==> src/rtl/wcb_pkg.sv <==
package wcb_pkg;

    typedef enum logic [1:0] {
        SEL_LO   = 2'd0,
        SEL_HI   = 2'd1,
        SEL_STAT = 2'd2,
        SEL_NONE = 2'd3
    } reg_sel_e;

    typedef struct packed {
        logic     rd;
        logic     wr;
        reg_sel_e sel;
    } bus_op_t;

    // A write in the same cycle suppresses the read.
    function automatic bus_op_t decode_op(input logic rd, input logic wr, input logic [1:0] a);
        bus_op_t o;
        o.rd  = rd & ~wr;
        o.wr  = wr;
        o.sel = reg_sel_e'(a);
        return o;
    endfunction

endpackage

==> src/rtl/wcb_counter.sv <==
module wcb_counter #(
    parameter int BUS_W = 16,
    localparam int CNT_W = 2 * BUS_W
) (
    input  logic             clk,
    input  logic             rst,
    input  logic             en,
    input  logic             load,
    input  logic [CNT_W-1:0] load_val,
    input  logic             clr,
    output logic [CNT_W-1:0] cnt_q,
    output logic             ovf_q
);
    logic wrap;

    assign wrap = en && !load && (cnt_q == {CNT_W{1'b1}});

    always_ff @(posedge clk) begin
        if (rst) begin
            cnt_q <= '0;
        end else if (load) begin
            cnt_q <= load_val;
        end else if (en) begin
            cnt_q <= cnt_q + 1'b1;
        end
    end

    always_ff @(posedge clk) begin
        if (rst) begin
            ovf_q <= 1'b0;
        end else if (wrap) begin
            ovf_q <= 1'b1;
        end else if (clr) begin
            ovf_q <= 1'b0;
        end
    end
endmodule

==> src/rtl/wcb_shadow.sv <==
module wcb_shadow #(
    parameter int BUS_W = 16
) (
    input  logic             clk,
    input  logic             rst,
    input  logic             cap,
    input  logic [BUS_W-1:0] cap_val,
    input  logic             stage,
    input  logic [BUS_W-1:0] stage_val,
    output logic [BUS_W-1:0] hold_q,
    output logic [BUS_W-1:0] temp_q
);
    always_ff @(posedge clk) begin
        if (rst) begin
            hold_q <= '0;
            temp_q <= '0;
        end else begin
            if (cap)   hold_q <= cap_val;
            if (stage) temp_q <= stage_val;
        end
    end
endmodule

==> src/rtl/wcb_readmux.sv <==
module wcb_readmux
    import wcb_pkg::*;
#(
    parameter int BUS_W = 16
) (
    input  logic             clk,
    input  logic             rst,
    input  bus_op_t          op,
    input  logic [BUS_W-1:0] lo_val,
    input  logic [BUS_W-1:0] hold_val,
    input  logic             ovf_val,
    output logic [BUS_W-1:0] rdata_q
);
    always_ff @(posedge clk) begin
        if (rst) begin
            rdata_q <= '0;
        end else if (op.rd) begin
            unique case (op.sel)
                SEL_LO:   rdata_q <= lo_val;
                SEL_HI:   rdata_q <= hold_val;
                SEL_STAT: rdata_q <= {{(BUS_W-1){1'b0}}, ovf_val};
                default:  rdata_q <= '0;
            endcase
        end
    end
endmodule

==> src/rtl/wide_count_bridge.sv <==
module wide_count_bridge
    import wcb_pkg::*;
#(
    parameter int BUS_W = 16
) (
    input  logic             clk,
    input  logic             rst,
    input  logic             cnt_en,
    input  logic             rd_stb,
    input  logic             wr_stb,
    input  logic [1:0]       addr,
    input  logic [BUS_W-1:0] wdata,
    output logic [BUS_W-1:0] rdata,
    output logic             ovf
);
    localparam int CNT_W = 2 * BUS_W;

    bus_op_t          op;
    logic             do_load, do_stage, do_cap, do_clr;
    logic [CNT_W-1:0] cnt_q;
    logic [BUS_W-1:0] hold_q, temp_q;

    assign op       = decode_op(rd_stb, wr_stb, addr);
    assign do_load  = op.wr && (op.sel == SEL_LO);
    assign do_stage = op.wr && (op.sel == SEL_HI);
    assign do_clr   = op.wr && (op.sel == SEL_STAT) && wdata[0];
    assign do_cap   = op.rd && (op.sel == SEL_LO);

    wcb_counter #(.BUS_W(BUS_W)) u_cnt (
        .clk      (clk),
        .rst      (rst),
        .en       (cnt_en),
        .load     (do_load),
        .load_val ({temp_q, wdata}),
        .clr      (do_clr),
        .cnt_q    (cnt_q),
        .ovf_q    (ovf)
    );

    wcb_shadow #(.BUS_W(BUS_W)) u_shd (
        .clk       (clk),
        .rst       (rst),
        .cap       (do_cap),
        .cap_val   (cnt_q[CNT_W-1:BUS_W]),
        .stage     (do_stage),
        .stage_val (wdata),
        .hold_q    (hold_q),
        .temp_q    (temp_q)
    );

    wcb_readmux #(.BUS_W(BUS_W)) u_rd (
        .clk      (clk),
        .rst      (rst),
        .op       (op),
        .lo_val   (cnt_q[BUS_W-1:0]),
        .hold_val (hold_q),
        .ovf_val  (ovf),
        .rdata_q  (rdata)
    );
endmodule

==> config.mk <==
export PLATFORM = sky130hd
export DESIGN_NAME = wide_count_bridge
export DESIGN_NICKNAME = d
export VERILOG_FILES = /design/src/rtl/wcb_pkg.sv /design/src/rtl/wcb_counter.sv /design/src/rtl/wcb_shadow.sv /design/src/rtl/wcb_readmux.sv /design/src/rtl/wide_count_bridge.sv
export SDC_FILE = /design/constraint.sdc
export NUM_CORES = 1
export LEC_CHECK = 0
export ABC_CLOCK_PERIOD_IN_PS = 2300
export BUFFER_PORTS_ARGS = -buffer_cell sky130_fd_sc_hd__buf_2
export CAP_MARGIN = 20
export CORE_MARGIN = 2
export CORE_UTILIZATION = 35
export CTS_CLUSTER_DIAMETER = 100
export DETAILED_ROUTE_END_ITERATION = 6
export GPL_TIMING_DRIVEN = 0
export PLACE_DENSITY = 0.51
export SLEW_MARGIN = 20
export SYNTH_ARGS = -nofsm -noshare
export SYNTH_HDL_FRONTEND = slang
export SYNTH_SLANG_ARGS = --single-unit
==> constraint.sdc <==
create_clock -name clk -period 2.3 [get_ports clk]
set_clock_uncertainty 0.2 [all_clocks]
set_input_delay 0 -clock clk [delete_from_list [all_inputs] [get_ports clk]]
set_output_delay 0 -clock clk [all_outputs]
set_load 0.01 [all_outputs]
==> reports/summary.json <==
{
  "critical_path": {
    "reg2reg_to": "u_cnt.cnt_q[30]$_SDFFE_PP0P_",
    "path_buf_inv": 1,
    "timing_worst_setup_path_type": "reg -> reg",
    "cell_chain_of_the_critical_path": "ha_2 > and3_1 > buf_2 > nand4_1 > or4_1 > nand3_1",
    "ff2ff_path_depth": 6,
    "cp_top_family": "simple AND/OR/NAND/NOR gates",
    "cp_slowest_stage_delay_ns": 0.57,
    "critPathRequiredTime_ns": 2.40,
    "rr_startpoint": "u_cnt.cnt_q[1]$_SDFFE_PP0P_",
    "r2r_setup_slack_ns": 0.13,
    "crit_path_start_kind": "flop",
    "crit_path_max_fanout": 6,
    "crit_path_end_kind": "flop",
    "worst-endpoint-arrival_ns": 2.27,
    "cp_slowest_cell": "sky130_fd_sc_hd__or4_1"
  },
  "drt": {
    "total_wirelength_of_the_detailed_routed_design_um": 11800,
    "post_drt_via_cell_ratio": 5.50,
    "routed-via-count": 3759,
    "ant_nets": 0,
    "drtIter0Drc": 271,
    "firstDrtPassIters": 6,
    "drc": 0,
    "routed_wire_length_per_instance_um": 17.3
  },
  "yosys": {
    "yosysTopAreaCell": "sky130_fd_sc_hd__dfxtp_1",
    "yosys.cell_count.top_type": "sky130_fd_sc_hd__dfxtp_1",
    "synth.top_cell.area_share": 0.418,
    "ys_seq_area_frac": 0.418,
    "ranking_of_synthesized_cells_by_area": "sky130_fd_sc_hd__dfxtp_1 42%, sky130_fd_sc_hd__nand2_1 7.7%, sky130_fd_sc_hd__a21oi_1 5.0%",
    "synthFlopType": "sky130_fd_sc_hd__dfxtp_1",
    "postSynth.asyncResetShare": 0,
    "ys_warn_count": 0,
    "synth.lib_cells_used.distinct": 51,
    "postSynthRegisterBits": 81,
    "synth_enable_flop_cells": 0,
    "syn_area_per_cell_um2": 8.26,
    "postSynthCellCount": 470,
    "nets_in_the_synthesized_netlist": 494,
    "synthTopCellsByCount": "81 x sky130_fd_sc_hd__dfxtp_1, 80 x sky130_fd_sc_hd__nand2_1, 39 x sky130_fd_sc_hd__a21oi_1, 35 x sky130_fd_sc_hd__nor2_1, 25 x sky130_fd_sc_hd__o21ai_0",
    "netlist_area_um2": 3880
  },
  "clocking": {
    "cts_tree": "yes",
    "h-tree-depth": 3,
    "clock_transition_at_the_registers_of_the_reported_paths_ns": 0.08,
    "number_of_clock_sinks_seen_by_cts": 81,
    "cts-root-to-sink-buffers": 2,
    "numCtsBuffers": 9,
    "root_buffer": "sky130_fd_sc_hd__clkbuf_8",
    "worstSkewPairLatency_ns": 0.37
  },
  "outcome": {
    "run_status": "complete, no violations"
  },
  "final_layout": {
    "final_net_count": 564,
    "design_area_um2": 4680,
    "drive_above_1_share": 0.165,
    "layout-area-overhead-vs-synth_pct": 20.6,
    "final_util": 0.432,
    "antenna-diode-count": 0
  },
  "global_route": {
    "grt_start_max_net_pins": 13,
    "first_global_vias": 3608,
    "grtUsageTotal": 0.208,
    "grt_pass1_wl_um": 18900,
    "global_route.overflow_total": 0,
    "grt_antenna_before_repair": 0
  },
  "placed_design": {
    "placed_cell_area_um2": 4240,
    "hpwl_um": 8780,
    "preCtsSetupSlack_ns": 0.0767,
    "port-buffer-count": 36,
    "finalWeightedCongestion": 0.851
  },
  "power_and_ir_drop": {
    "peakVddDrop_v": 0.000397,
    "power_leakage_nw": 1.65,
    "total_power_divided_by_cell_area_nw_per_um2": 623
  },
  "floorplanning": {
    "placementRows": 38,
    "coreArea_um2": 10800,
    "die_area_um2": 12000,
    "die-height_um": 109,
    "initial_core_util": 0.358,
    "die_width_um": 109,
    "design.portCount": 40
  },
  "hold_path": {
    "holdCritStartpoint": "wdata[10]",
    "hold_path_end": "u_shd.temp_q[10]$_SDFFE_PP0P_",
    "whs_path_depth": 4,
    "min-delay-path-class": "in -> reg"
  },
  "sta": {
    "period_minus_slack_ns": 2.17,
    "portion_of_the_clock_cycle_consumed_by_the_worst_path_in_the_final_layout": 0.942,
    "maxSlewHeadroom": 0.587,
    "fmax_ghz": 0.462,
    "final_hold_viol_count": 0,
    "slew_viol_final": 0,
    "layout_setup_ws_ns": 0.134,
    "setup_violations": 0,
    "tightestPinTransition_ns": 0.618
  },
  "run": {
    "max_cap_viol_count": 0
  }
}
state kept, by name, summed over array words and instances (netlist names):
register,count
u_cnt.cnt_q,32
u_cnt.ovf_q,1
u_rd.rdata_q,16
u_shd.hold_q,16
u_shd.temp_q,16
worst register-to-register path, cell delays in order, from the launching register on:
cell and delay, ns:
sky130_fd_sc_hd__dfxtp_1 0.40, sky130_fd_sc_hd__ha_2 0.24, sky130_fd_sc_hd__and3_1 0.16, sky130_fd_sc_hd__buf_2 0.17, sky130_fd_sc_hd__nand4_1 0.28, sky130_fd_sc_hd__or4_1 0.57, sky130_fd_sc_hd__nand3_1 0.09
report_power, final:
part	switching [W]	internal [W]
clock	0.000525	0.000635
sequential	0.0000605	0.00144
combinational	0.000144	0.000112
total	0.000730	0.00219
cell type report:
type,count,area (um^2)
fill,1130,6160
multi-input combinational,351,2090
sequential,81,1620
timing repair buffer,59,410
tap,140,175
buffer,35,168
clock buffer,12,145
clock inverter,3,65.1
inverter,3,11.3
logic make-up (layout without fill, tap and decap cells):
| kind of cell | count (synthesis) | count (layout) | share of synthesized area |
|---|---|---|---|
| flip-flops | 81 | 81 | 0.418 |
| XOR/XNOR | 12 | 12 | 0.0271 |
| AND/OR/NAND/NOR | 201 | 201 | 0.267 |
| adder cells (fa/ha/maj) | 1 | 1 | 0.00322 |
| multiplexers | 17 | 17 | 0.0483 |
| AO/OA/AOI/OAI | 120 | 120 | 0.191 |
| buffers and inverters | 38 | 112 | 0.0458 |
worst max-delay path by stage:
stage,from,to,slack [ns],depth (start not counted)
2_1_floorplan,u_cnt.cnt_q[0]$_SDFFE_PP0P_,u_cnt.cnt_q[30]$_SDFFE_PP0P_,0.42,6
3_3_place_gp,u_cnt.cnt_q[0]$_SDFFE_PP0P_,u_cnt.cnt_q[30]$_SDFFE_PP0P_,0.10,6
3_5_place_dp,u_cnt.cnt_q[0]$_SDFFE_PP0P_,u_cnt.cnt_q[30]$_SDFFE_PP0P_,0.08,6
5_1_grt,u_cnt.cnt_q[1]$_SDFFE_PP0P_,u_cnt.cnt_q[30]$_SDFFE_PP0P_,-0.008,6
6_report,u_cnt.cnt_q[1]$_SDFFE_PP0P_,u_cnt.cnt_q[30]$_SDFFE_PP0P_,0.13,6
4_1_cts,u_cnt.cnt_q[0]$_SDFFE_PP0P_,u_cnt.cnt_q[30]$_SDFFE_PP0P_,0.05,6
repair_timing:
| action | CTS | global route |
|---|---|---|
| setup endpoints to repair | 0 | 11 |
| hold endpoints to repair | 48 | 0 |
| hold buffers | 23 | 0 |
| buffers inserted | 0 | 0 |
| gates resized for setup | 0 | 4 |
cells in the final DEF (no fill, tap or decap), drive strengths merged, types with 6 or more instances in the layout:
cell          n
dfxtp        81
nand2        80
buf          47
a21oi        39
clkbuf       36
nor2         35
o21ai        25
dlygate4sd3  23
nand4        17
nand3        16
a22oi        15
mux2         14
a31oi        12
or4          12
a211oi        9
o31ai         9
and3          9
xor2          7
or3           6
nor4          6
metal layers:
metal / wire length (um) / global-route usage
met2: 5280 / 0.317
met1: 5740 / 0.294
met4: 234 / 0.0759
met5: 0 / 0
met3: 559 / 0.0385
through the flow:
step	instances	setup TNS (ns)	hold WS, ns	power, W
final	684	0	0.235	0.00292
after global routing	684	-0.00770	0.238	0.00303
after CTS	684	0	0.218	0.00294
after detailed placement	646	0	0.0617	0.00176
after global placement	646	0	0.0576	0.00176
after floorplan	470	0	-0.0640	0.00166
(Power assumes the default switching activity.)
